<file path="src/rtl/gig_pkg.sv">
package gig_pkg;

    localparam int NSRC = 4;

    typedef enum logic [1:0] {
        IK_DEV  = 2'd0,
        IK_NMI  = 2'd1,
        IK_SMI  = 2'd2,
        IK_INIT = 2'd3
    } irq_kind_t;

    typedef struct packed {
        logic dbg_off;
        logic init_redir;
        logic a20_unmask;
    } ctl_flags_t;

    localparam ctl_flags_t FLAGS_CLEAR  = '{dbg_off: 1'b0, init_redir: 1'b0, a20_unmask: 1'b0};
    localparam ctl_flags_t FLAGS_SECURE = '{dbg_off: 1'b1, init_redir: 1'b1, a20_unmask: 1'b1};

    function automatic irq_kind_t kind_of(input logic [1:0] idx);
        return irq_kind_t'(idx);
    endfunction

endpackage

</file>
<file path="src/rtl/gig_pend.sv">
module gig_pend #(
    parameter int N = 4
) (
    input  logic         clk,
    input  logic         rst,
    input  logic [N-1:0] set,
    input  logic [N-1:0] clr,
    output logic [N-1:0] q
);

    for (genvar i = 0; i < N; i++) begin : g_slot
        always_ff @(posedge clk) begin
            if (rst)
                q[i] <= 1'b0;
            else if (set[i])
                q[i] <= 1'b1;
            else if (clr[i])
                q[i] <= 1'b0;
        end

        AST_REQ_LATCHED: assert property (@(posedge clk) disable iff (rst)
            set[i] |=> q[i]) else $error("request not latched");
    end

endmodule

</file>
<file path="src/rtl/gig_pick.sv">
module gig_pick #(
    parameter int N = 4,
    localparam int IDX_W = (N > 1) ? $clog2(N) : 1
) (
    input  logic             clk,
    input  logic             rst,
    input  logic [N-1:0]     req,
    input  logic             en,
    output logic [N-1:0]     grant,
    output logic             any,
    output logic [IDX_W-1:0] idx
);

    always_comb begin
        any = 1'b0;
        idx = '0;
        for (int i = 0; i < N; i++) begin
            if (req[i]) begin
                any = 1'b1;
                idx = IDX_W'(i);
            end
        end
        grant = (en && any) ? (N'(1) << idx) : '0;
    end

    AST_ONE_GRANT: assert property (@(posedge clk) disable iff (rst)
        $onehot0(grant)) else $error("multiple grants");
    AST_GRANT_PENDING: assert property (@(posedge clk) disable iff (rst)
        (grant & ~req) == '0) else $error("grant without request");

endmodule

</file>
<file path="src/rtl/intr_gate_ctl.sv">
module intr_gate_ctl
    import gig_pkg::*;
#(
    parameter int VEC_W     = 8,
    parameter int ADDR_W    = 20,
    parameter int ERR_W     = 16,
    parameter int SX_VECNUM = 30,
    parameter int SX_ERR    = 1
) (
    input  logic              clk,
    input  logic              rst,
    input  logic              dev_req,
    input  logic              nmi_req,
    input  logic              smi_req,
    input  logic              init_req,
    input  logic              init_intercept,
    input  logic              gate_set,
    input  logic              gate_clr,
    input  logic              launch_cmd,
    input  logic              bsp_launched,
    input  logic              sipi_valid,
    input  logic [VEC_W-1:0]  sipi_vec,
    output logic              gate_open,
    output logic              dlv_valid,
    output logic [1:0]        dlv_kind,
    output logic              sx_valid,
    output logic [VEC_W-1:0]  sx_vector,
    output logic [ERR_W-1:0]  sx_errcode,
    output logic [ADDR_W-1:0] start_addr,
    output logic              dbg_off,
    output logic              init_redir,
    output logic              a20_unmask
);

    localparam int OFF_W = ADDR_W - VEC_W;

    logic [NSRC-1:0] req_vec, pend_q, grant;
    logic            any_pend;
    logic [1:0]      win_idx;
    logic            gate_q;
    ctl_flags_t      flags_q;
    logic            secure_sipi, close_now, redirect;

    assign req_vec = {init_req, smi_req, nmi_req, dev_req};

    gig_pend #(.N(NSRC)) u_pend (
        .clk (clk),
        .rst (rst),
        .set (req_vec),
        .clr (grant),
        .q   (pend_q)
    );

    gig_pick #(.N(NSRC)) u_pick (
        .clk   (clk),
        .rst   (rst),
        .req   (pend_q),
        .en    (gate_q),
        .grant (grant),
        .any   (any_pend),
        .idx   (win_idx)
    );

    assign secure_sipi = sipi_valid && bsp_launched;
    assign close_now   = gate_clr || launch_cmd || secure_sipi;

    always_ff @(posedge clk) begin
        if (rst)
            gate_q <= 1'b1;
        else if (close_now)
            gate_q <= 1'b0;
        else if (gate_set)
            gate_q <= 1'b1;
    end

    always_ff @(posedge clk) begin
        if (rst)
            flags_q <= FLAGS_CLEAR;
        else if (secure_sipi)
            flags_q <= FLAGS_SECURE;
    end

    always_ff @(posedge clk) begin
        if (rst)
            start_addr <= '0;
        else if (sipi_valid)
            start_addr <= {sipi_vec, {OFF_W{1'b0}}};
    end

    assign redirect   = (kind_of(win_idx) == IK_INIT) && flags_q.init_redir && !init_intercept;
    assign dlv_valid  = gate_q && any_pend && !redirect;
    assign dlv_kind   = win_idx;
    assign sx_valid   = gate_q && any_pend && redirect;
    assign sx_vector  = VEC_W'(SX_VECNUM);
    assign sx_errcode = ERR_W'(SX_ERR);
    assign gate_open  = gate_q;
    assign dbg_off    = flags_q.dbg_off;
    assign init_redir = flags_q.init_redir;
    assign a20_unmask = flags_q.a20_unmask;

    AST_CLOSE_SILENCES: assert property (@(posedge clk) disable iff (rst)
        gate_clr |=> !dlv_valid && !sx_valid) else $error("delivery while closed");
    AST_LAUNCH_CLOSES: assert property (@(posedge clk) disable iff (rst)
        launch_cmd |=> !gate_open) else $error("launch left gate open");
    AST_SECURE_SIPI: assert property (@(posedge clk) disable iff (rst)
        sipi_valid && bsp_launched |=> !gate_open && dbg_off && init_redir && a20_unmask)
        else $error("secure startup effects missing");
    AST_SX_ARMED: assert property (@(posedge clk) disable iff (rst)
        sx_valid |-> init_redir && !init_intercept && !dlv_valid) else $error("stray exception");
    AST_START_ADDR: assert property (@(posedge clk) disable iff (rst)
        sipi_valid |=> start_addr == {$past(sipi_vec), {OFF_W{1'b0}}}) else $error("bad start address");

endmodule

</file>
<file path="config.mk">
export PLATFORM = sky130hd
export DESIGN_NAME = intr_gate_ctl
export DESIGN_NICKNAME = d
export VERILOG_FILES = /design/src/rtl/gig_pkg.sv /design/src/rtl/gig_pend.sv /design/src/rtl/gig_pick.sv /design/src/rtl/intr_gate_ctl.sv
export SDC_FILE = /design/constraint.sdc
export NUM_CORES = 1
export LEC_CHECK = 0
export BUFFER_PORTS_ARGS = -buffer_cell sky130_fd_sc_hd__clkbuf_2
export CORE_MARGIN = 8
export CORE_UTILIZATION = 42
export CTS_BUF_LIST = sky130_fd_sc_hd__clkbuf_4 sky130_fd_sc_hd__clkbuf_8
export CTS_CLUSTER_DIAMETER = 150
export DETAILED_ROUTE_END_ITERATION = 12
export GPL_TIMING_DRIVEN = 0
export PLACE_DENSITY = 0.88
export SLEW_MARGIN = 20
export SYNTH_ARGS = -nofsm -noshare
export SYNTH_HDL_FRONTEND = slang
export SYNTH_HIERARCHICAL = 1
export SYNTH_SLANG_ARGS = --single-unit
</file>
<file path="constraint.sdc">
create_clock -name clk -period 2.95 [get_ports clk]
set_clock_uncertainty 0.2 [all_clocks]
set_input_delay 0.1475 -clock clk [delete_from_list [all_inputs] [get_ports clk]]
set_output_delay 0.1475 -clock clk [all_outputs]
set_load 0.005 [all_outputs]
</file>
# Word level (Yosys, flattened, before mapping)
# Cells that the tools add are included.
[classes]
eq_ne = 1
n_shift = 1
mux = 18
reduce_logical = 15
[ops]
columns = ["operator", "n"]
rows = [
  ["$mux 1", 15],
  ["$reduce_bool 2->1", 5],
  ["$logic_and 1x1->1", 6],
  ["$mux 2", 2],
  ["$mux 4", 1],
  ["$shl 1x2->4 const A", 1],
  ["$eq 2x2->1 const B", 1],
  ["$logic_not 1->1", 2],
  ["$logic_or 1x1->1", 2],
]
[totals]
ff_bits = 14
input_bits = 20
output_inout_bits = 52
word_cells = 42

# Longest topological paths before layout
# Gate-level depths: netlist of the first run.
[logic_depth]
depth_word = 8
ltp_mapped = 4
ltp_nobuf = 4

# Hierarchy
# The synthesis of the first run kept the hierarchy.
[by_module_without_submodules]
columns = ["mod", "n_inst", "cells_per_inst", "area_each_um2", "seq_area_each_um2"]
rows = [
  ["intr_gate_ctl", 1, 77, 673.1, 200.2],
  ["gig_pend", 1, 16, 140.1, 80.1],
  ["gig_pick", 1, 10, 58.8, 0.0],
]

# Worst setup path after synthesis of the first run
# No wires, ideal clock.
[synth_path]
path_type = "register to output"
start = "register u_pend.q[2]"
end = "output port dlv_valid"
arrival_ps = 989
t_required_ps = 2602
slack_ps = 1614
path_stages_with_launch = 5
path_buffers = 0
cell_sequence = "dfxtp_1 or2_4 or3_1 nand2_1 nor2b_1"
[synth_between]
elab_chain_len = 7
word_cells_on_any_way = 10
cone_classes = "1 x eq/ne; 4 x mux; 5 x reduce/logical"
[synth_rtl]
columns = ["item", "line_no", "rtl"]
rows = [
  ["start, declared", "gig_pend.sv:8", "output logic [N-1:0] q"],
  ["start signal, assigned by index", "gig_pend.sv:14", "q[i] <= 1'b0;"],
  ["start signal, assigned by index", "gig_pend.sv:16", "q[i] <= 1'b1;"],
  ["start signal, assigned by index", "gig_pend.sv:18", "q[i] <= 1'b0;"],
  ["$mux 2 (2 in series)", "gig_pick.sv:18", "if (req[i]) begin"],
  ["via dlv_kind[1]", "intr_gate_ctl.sv:25", "output logic [1:0] dlv_kind,"],
  ["$eq 2x2->1", "intr_gate_ctl.sv:90", "assign redirect = (kind_of(win_idx) == IK_INIT) && flags_q.init_redir && !init_intercept;"],
  ["$logic_and 1x1->1 (2 in series)", "intr_gate_ctl.sv:90", ""],
  ["$logic_not 1->1", "intr_gate_ctl.sv:91", "assign dlv_valid = gate_q && any_pend && !redirect;"],
  ["$logic_and 1x1->1", "intr_gate_ctl.sv:91", ""],
  ["end, declared", "intr_gate_ctl.sv:24", "output logic dlv_valid,"],
]
# The timed path passes the listed nets, and every way through them passes these cells.

# Worst setup path in the final report of the first run
[layout_path]
start = "input port rst"
end = "register gate_q (netlist: gate_open)"
[layout_lines]
columns = ["item", "line_no", "rtl"]
rows = [
  ["start, declared", "intr_gate_ctl.sv:11", "input logic rst,"],
  ["end signal, assigned", "intr_gate_ctl.sv:69", "gate_q <= 1'b1;"],
  ["end signal, assigned", "intr_gate_ctl.sv:71", "gate_q <= 1'b0;"],
  ["end signal, assigned", "intr_gate_ctl.sv:73", "gate_q <= 1'b1;"],
  ["end, declared", "intr_gate_ctl.sv:40", "logic gate_q;"],
]
# No word-level cell between the ends.

==> reports/summary.json, run 1 <==
{
  "status": {
    "run_status": "completed"
  },
  "placement": {
    "port_buffers": 34,
    "total_half_perimeter_wirelength_after_legalization_and_detailed_placement_mm": 1.82,
    "placed_cells": 198,
    "gp_routability_congestion": 0.774,
    "pre_cts_setup_slack_ns": 1.48
  },
  "power_and_ir_drop": {
    "power.share.sequential": 0.421,
    "power.static_leakage_nw": 0.856,
    "p_comb_frac": 0.300,
    "post-layout-total-power_uw": 504,
    "clock_power_share": 0.279,
    "net-switching-power_uw": 133,
    "power.internal_uw": 372,
    "ir_worst_vdd_uv": 376,
    "power.density_nw_per_um2": 338,
    "switching_share": 0.263
  },
  "floorplan": {
    "floorplan.die.height_um": 61.6,
    "die_w_um": 61.6,
    "io_pins": 72,
    "floorplan.initialDensity": 0.445,
    "fp-row-count": 16,
    "die_area_um2": 3790,
    "floorplan.core_area_um2": 1960
  },
  "synth": {
    "synth_enable_flop_cells": 0,
    "synth_seq_area_share": 0.321,
    "synth_top_cells_by_area": "sky130_fd_sc_hd__buf_4 33%, sky130_fd_sc_hd__dfxtp_1 32%, sky130_fd_sc_hd__mux2i_1 9.2%",
    "syn_area_um2": 872,
    "count_of_warnings_emitted_by_yosys": 6,
    "postSynthCellCount": 103,
    "yosys.area.top_type": "sky130_fd_sc_hd__buf_4",
    "most_frequently_used_flop_master_after_synthesis": "sky130_fd_sc_hd__dfxtp_1",
    "ys_seq_elements": 14,
    "ys_async_sr_fraction": 0,
    "syn-mean-instance-area_um2": 8.47,
    "synth.lib_cells_used.distinct": 21,
    "synth_top_area_frac": 0.327
  },
  "global_routing": {
    "grt.overflow.total": 0,
    "grt_pass1_vias": 822,
    "antenna_found_initial": 0,
    "global_route.usage.total": 0.133,
    "grt_first_pass_wirelength_mm": 3.86,
    "grt_max_degree": 11
  },
  "layout": {
    "syn_to_final_growth_pct": 70.9,
    "fillers": 161,
    "finalNonFillerCells": 227,
    "insertedDiodeCount": 0,
    "drive_gt1_frac": 0.405,
    "highest_count_cells_in_the_layout_ignoring_fill_and_taps": "38 x sky130_fd_sc_hd__buf_4, 36 x sky130_fd_sc_hd__conb_1, 34 x sky130_fd_sc_hd__clkbuf_2, 25 x sky130_fd_sc_hd__dlygate4sd3_1, 14 x sky130_fd_sc_hd__dfxtp_1",
    "layout.nets": 221,
    "regArea_um2": 280,
    "commonest_non_fill_non_tap_cell_in_the_layout": "sky130_fd_sc_hd__buf_4",
    "multiInputGateArea_um2": 400
  },
  "route": {
    "detail_route.drc_violations": 0,
    "vias": 862,
    "postRouteAntennaNets": 0,
    "detailedRoute.firstPassIterationCount": 4,
    "route.detailed.vias_per_inst": 3.80,
    "wl_per_cell_um": 11.5,
    "initialDrtViolationCount": 16,
    "routed_wirelength_mm": 2.61
  },
  "worst_setup_path": {
    "cp_max_fo": 10,
    "worst-endpoint-arrival_ns": 1.89,
    "timing.setup.critical_path_class": "in2reg",
    "worst_setup_path_start_kind": "primary input",
    "endpoint_kind": "register",
    "timing.critical_path.required_ns": 2.98
  },
  "run": {
    "max_cap_viol_count": 0
  },
  "sta": {
    "post-route-min-period_ns": 1.86,
    "finalSetupTns_ns": 0,
    "post-route-period-util": 0.632,
    "maxSlewViolCount": 0,
    "rsz0062_at_grt": "no",
    "setup_viol": 0,
    "finalHoldViolCount": 0,
    "fmax_mhz": 537,
    "post-route-worst-setup-slack_ns": 1.09
  },
  "clock_tree": {
    "ctsHtreeMaxLevel": 1,
    "cts_max_path_buffers": 2,
    "clock-sinks": 14,
    "cts-buffers-inserted": 3,
    "clk_pin_slew_ns": 0.09,
    "worstSkewPairLatency_ns": 0.28,
    "clock_tree.root_cell": "sky130_fd_sc_hd__clkbuf_4",
    "tritoncts": "built",
    "post_cts.repair.setup_buffers": 0
  },
  "min_path": {
    "holdCritPathClass": "in2reg"
  }
}
[timing repair]
action	CTS	global route
endpoints found under the hold margin	14	0
gates resized for setup	0	0
hold buffers	25	0
[registers in the layout (all words and copies together) (netlist names)]
signal / flops
start_addr: 8
u_pend/q: 4
gate_open: 1
a20_unmask: 1
[synthesized netlist by cell type, types with 2 or more instances]
master / instances
sky130_fd_sc_hd__buf_4: 38
sky130_fd_sc_hd__dfxtp_1: 14
sky130_fd_sc_hd__nor2_1: 12
sky130_fd_sc_hd__mux2i_1: 8
sky130_fd_sc_hd__a21oi_1: 5
sky130_fd_sc_hd__inv_1: 5
sky130_fd_sc_hd__nand2b_1: 4
sky130_fd_sc_hd__nand2_1: 3
sky130_fd_sc_hd__conb_1: 2
[layer usage]
metal	vias up	track usage	wire length [um]
li1	442	-	-
met5	-	0	0
met3	2	0.0814	511
met4	0	0.0292	16
met2	54	0.219	1160
met1	364	0.142	923
[final cells by class]
cell class	count	share of cell area
plain buffers	40	0.202
clock buffers	4	0.0243
inverters	5	0.0126
multi-input cells	78	0.269
flip-flops and latches	14	0.188
well taps	27	0.0227
repair buffers	59	0.282
[path summary, 6_finish.rpt]
path                                     start        endpoint  slack (ns)  cells after the start
worst max register to register     u_pend/q[3]     u_pend/q[0]        1.16                      5
worst min-delay path                sipi_valid  start_addr[16]       0.007                      3
worst max-delay path                       rst       gate_open        1.09                      5
worst min register to register  start_addr[16]  start_addr[16]        0.33                      2
[power by group through the flow]
| stage | Clock [mW] | Sequential [mW] | Combinational, mW |
|---|---|---|---|
| detailed placement | 0 | 0.216 | 0.114 |
| global route | 0.150 | 0.214 | 0.167 |
| floorplan | 0 | 0.215 | 0.0809 |
| finish | 0.141 | 0.212 | 0.151 |
| global placement | 0 | 0.215 | 0.112 |
| CTS | 0.143 | 0.211 | 0.145 |
[per-stage QoR]
step	util	instance area [um^2]	hold WS (ns)
floorplan	-	1000	0.0166
global placement	0.614	1200	0.171
detailed placement	0.614	1200	0.175
CTS	0.760	1490	0.00426
global route	0.760	1490	0.0255
finish	0.760	1490	0.00698
[kinds of logic (layout without fill, tap and decap cells)]
family                 Yosys count  after routing  share of synthesized area
buffers and inverters           45            108                      0.366
AND/OR/NAND/NOR                 26             26                      0.151
flip-flops                      14             14                      0.321
AO/OA/AOI/OAI                    8              8                     0.0617
multiplexers                     8              8                     0.0918
other                            2             36                    0.00861
[critical path: stages]
cell                            delay (ns)
sky130_fd_sc_hd__dlygate4sd3_1        0.52
sky130_fd_sc_hd__clkbuf_2             0.15
sky130_fd_sc_hd__clkbuf_1             0.35
sky130_fd_sc_hd__o21bai_2             0.19
sky130_fd_sc_hd__dlygate4sd3_1        0.54
Note: power is estimated with default switching activity, not from simulation.
==> run 2, diff against run 1 <==
--- a/config.mk
+++ b/config.mk
@@ -7,12 +7,12 @@
 export LEC_CHECK = 0
 export BUFFER_PORTS_ARGS = -buffer_cell sky130_fd_sc_hd__clkbuf_2
 export CORE_MARGIN = 8
-export CORE_UTILIZATION = 42
+export CORE_UTILIZATION = 36
 export CTS_BUF_LIST = sky130_fd_sc_hd__clkbuf_4 sky130_fd_sc_hd__clkbuf_8
 export CTS_CLUSTER_DIAMETER = 150
 export DETAILED_ROUTE_END_ITERATION = 12
 export GPL_TIMING_DRIVEN = 0
-export PLACE_DENSITY = 0.88
+export PLACE_DENSITY = 0.8
 export SLEW_MARGIN = 20
 export SYNTH_ARGS = -nofsm -noshare
 export SYNTH_HDL_FRONTEND = slang
==> constraint.sdc (replaced) <==
create_clock -name clk -period 1.6 [get_ports clk]
set_clock_uncertainty 0.2 [all_clocks]
set_input_delay 0.08 -clock clk [delete_from_list [all_inputs] [get_ports clk]]
set_output_delay 0.08 -clock clk [all_outputs]
set_load 0.005 [all_outputs]
==> run 2 against run 1 <==
  * The flow now finishes with violations (negative hold slack, negative setup slack)
  * Largest cell class unchanged
  * Sequential power increased by 84%
  * Setup slack got worse by 1.1 ns
  * Critical path depth stayed put
  * Final cell count grew 3.1%
  * Non-clock buffer count up 4
  * Total power rose by 87%
  * Highest routed layer is now met3
  * Sequential share of layout area down 0.36 points
  * Wire length up 0.42%
==> reports/summary.json, run 2 (synthesis gave the netlist of run 1 again) <==
{
  "status": {
    "run_status": "finished with violations",
    "failed_checks": "negative hold slack, negative setup slack"
  },
  "power_and_ir_drop": {
    "power.share.sequential": 0.414,
    "post-layout-total-power_uw": 943,
    "clock_power_share": 0.276,
    "power.density_nw_per_um2": 615,
    "ir_worst_vdd_uv": 483,
    "switching_share": 0.263,
    "net-switching-power_uw": 248,
    "power.static_leakage_nw": 0.868,
    "p_comb_frac": 0.311,
    "power.internal_uw": 694
  },
  "clock_tree": {
    "cts-buffers-inserted": 3,
    "clock-sinks": 14,
    "ctsHtreeMaxLevel": 1,
    "clk_pin_slew_ns": 0.10,
    "cts_max_path_buffers": 2,
    "clock_tree.root_cell": "sky130_fd_sc_hd__clkbuf_4",
    "tritoncts": "built",
    "worstSkewPairLatency_ns": 0.28
  },
  "route": {
    "postRouteAntennaNets": 0,
    "wl_per_cell_um": 11.2,
    "route.detailed.vias_per_inst": 3.64,
    "detailedRoute.firstPassIterationCount": 2,
    "initialDrtViolationCount": 9,
    "vias": 852,
    "routed_wirelength_mm": 2.62,
    "detail_route.drc_violations": 0
  },
  "global_routing": {
    "grt_first_pass_wirelength_mm": 4.26,
    "grt.overflow.total": 0,
    "grt_max_degree": 11,
    "grt_pass1_vias": 940,
    "antenna_found_initial": 0,
    "global_route.usage.total": 0.123
  },
  "placement": {
    "gp_routability_congestion": 0.656,
    "placed_cells": 201,
    "port_buffers": 34,
    "total_half_perimeter_wirelength_after_legalization_and_detailed_placement_mm": 1.83
  },
  "layout": {
    "highest_count_cells_in_the_layout_ignoring_fill_and_taps": "41 x sky130_fd_sc_hd__buf_4, 36 x sky130_fd_sc_hd__conb_1, 34 x sky130_fd_sc_hd__clkbuf_2, 26 x sky130_fd_sc_hd__dlygate4sd3_1",
    "finalNonFillerCells": 234,
    "multiInputGateArea_um2": 404,
    "drive_gt1_frac": 0.426,
    "layout.nets": 225,
    "regArea_um2": 283,
    "commonest_non_fill_non_tap_cell_in_the_layout": "sky130_fd_sc_hd__buf_4",
    "largest_register_ffs": 8,
    "fillers": 199,
    "top_regs": "start_addr: 8 flops, u_pend/q: 4 flops",
    "postLayoutCoreUtil": 0.642,
    "registers.top_by_ff_count": "start_addr",
    "insertedDiodeCount": 0,
    "syn_to_final_growth_pct": 75.8
  },
  "worst_setup_path": {
    "r2r.worst_path.cells": 3,
    "timing.setup.critical_path_class": "reg2out",
    "crit_path_cell_trace": "or2_4 > or3_1 > nand2_1 > nor2_1 > clkbuf_2",
    "timing.critical_path.required_ns": 1.32,
    "cp_max_fo": 2,
    "slowest_stage": "sky130_fd_sc_hd__dfxtp_2",
    "critPathMaxStageDelay_ns": 0.32,
    "worst_setup_path_start_kind": "register",
    "worst-endpoint-arrival_ns": 1.38,
    "path_depth": 5,
    "worst_path_buffer_plus_inverter_count": 1,
    "critical-path-top-delay-family": "simple AND/OR/NAND/NOR gates",
    "endpoint_kind": "output port"
  },
  "floorplan": {
    "floorplan.initialDensity": 0.365,
    "fp-row-count": 18,
    "die_w_um": 65.2,
    "floorplan.die.height_um": 65.2,
    "floorplan.core_area_um2": 2390,
    "io_pins": 72,
    "die_area_um2": 4250
  },
  "min_path": {
    "holdCritPathClass": "in2reg",
    "min_path_cells": 3
  },
  "sta": {
    "hold_slack_ns": -0.00207,
    "setup_viol": 2,
    "fmax_mhz": 603,
    "rsz0062_at_grt": "yes",
    "post-route-worst-setup-slack_ns": -0.0571,
    "finalHoldViolCount": 1,
    "post-route-period-util": 1.04,
    "maxSlewViolCount": 0,
    "post-route-min-period_ns": 1.66
  },
  "run": {
    "max_cap_viol_count": 0
  }
}
[run 2: cell count changes in the layout (fill, tap and decap cells not counted), sizes merged]
cell / before / now
buf: 39 / 42
dlygate4sd3: 25 / 26
[run 2: final cells by class]
class / count / area share
flip-flops and latches: 14 / 0.184
repair buffers: 63 / 0.296
well taps: 30 / 0.0245
plain buffers: 40 / 0.196
multi-input cells: 78 / 0.264
inverters: 5 / 0.0122
clock buffers: 4 / 0.0237
[run 2: metrics by stage]
stage | TNS, ns | instance area, um^2 | setup slack, ns | hold WS, ns
after global routing | -0.226 | 1530 | -0.118 | 0.00797
after detailed placement | 0 | 1210 | 0.194 | 0.107
after floorplan | 0 | 1000 | 0.331 | -0.0509
final | -0.114 | 1530 | -0.0571 | -0.00207
after global placement | 0 | 1210 | 0.198 | 0.102
after CTS | -0.149 | 1530 | -0.0752 | 0.00522
[run 2: worst paths after layout]
| kind | startpoint | slack, ns | end |
|---|---|---|---|
| setup / recovery | u_pend/q[3] | -0.06 | sx_valid |
| hold / removal | sipi_valid | -0.002 | gate_open |
| setup reg to reg | start_addr[19] | 0.17 | start_addr[19] |
| hold reg to reg | u_pend/q[0] | 0.29 | u_pend/q[0] |
[run 2: power groups by stage]
stage	registers, mW	clock network [mW]	logic, mW
CTS	0.389	0.260	0.280
detailed placement	0.397	0	0.211
global route	0.394	0.273	0.327
floorplan	0.396	0	0.149
finish	0.390	0.260	0.293
global placement	0.397	0	0.208
[run 2: repair_timing]
action | 4_1_cts | 5_1_grt
setup endpoints to repair | 2 | 3
hold buffers | 26 | 1
buffers inserted | 3 | 0
pin swaps | 2 | 0
resized for setup | 2 | 1
endpoints found under the hold margin | 14 | 1
[run 2: layer usage]
metal / up-vias / track usage / wire, um
met5: - / 0 / 0
met4: 0 / 0.0327 / 0
met3: 0 / 0.0748 / 405
met2: 53 / 0.221 / 1220
met1: 349 / 0.115 / 998
li1: 450 / - / -
[run 2: worst register-to-register path, stage by stage, from the launching register on]
cell and delay [ns]:
sky130_fd_sc_hd__dfxtp_1 0.37, sky130_fd_sc_hd__mux2i_1 0.08, sky130_fd_sc_hd__dlygate4sd3_1 0.56, sky130_fd_sc_hd__nor2_1 0.15
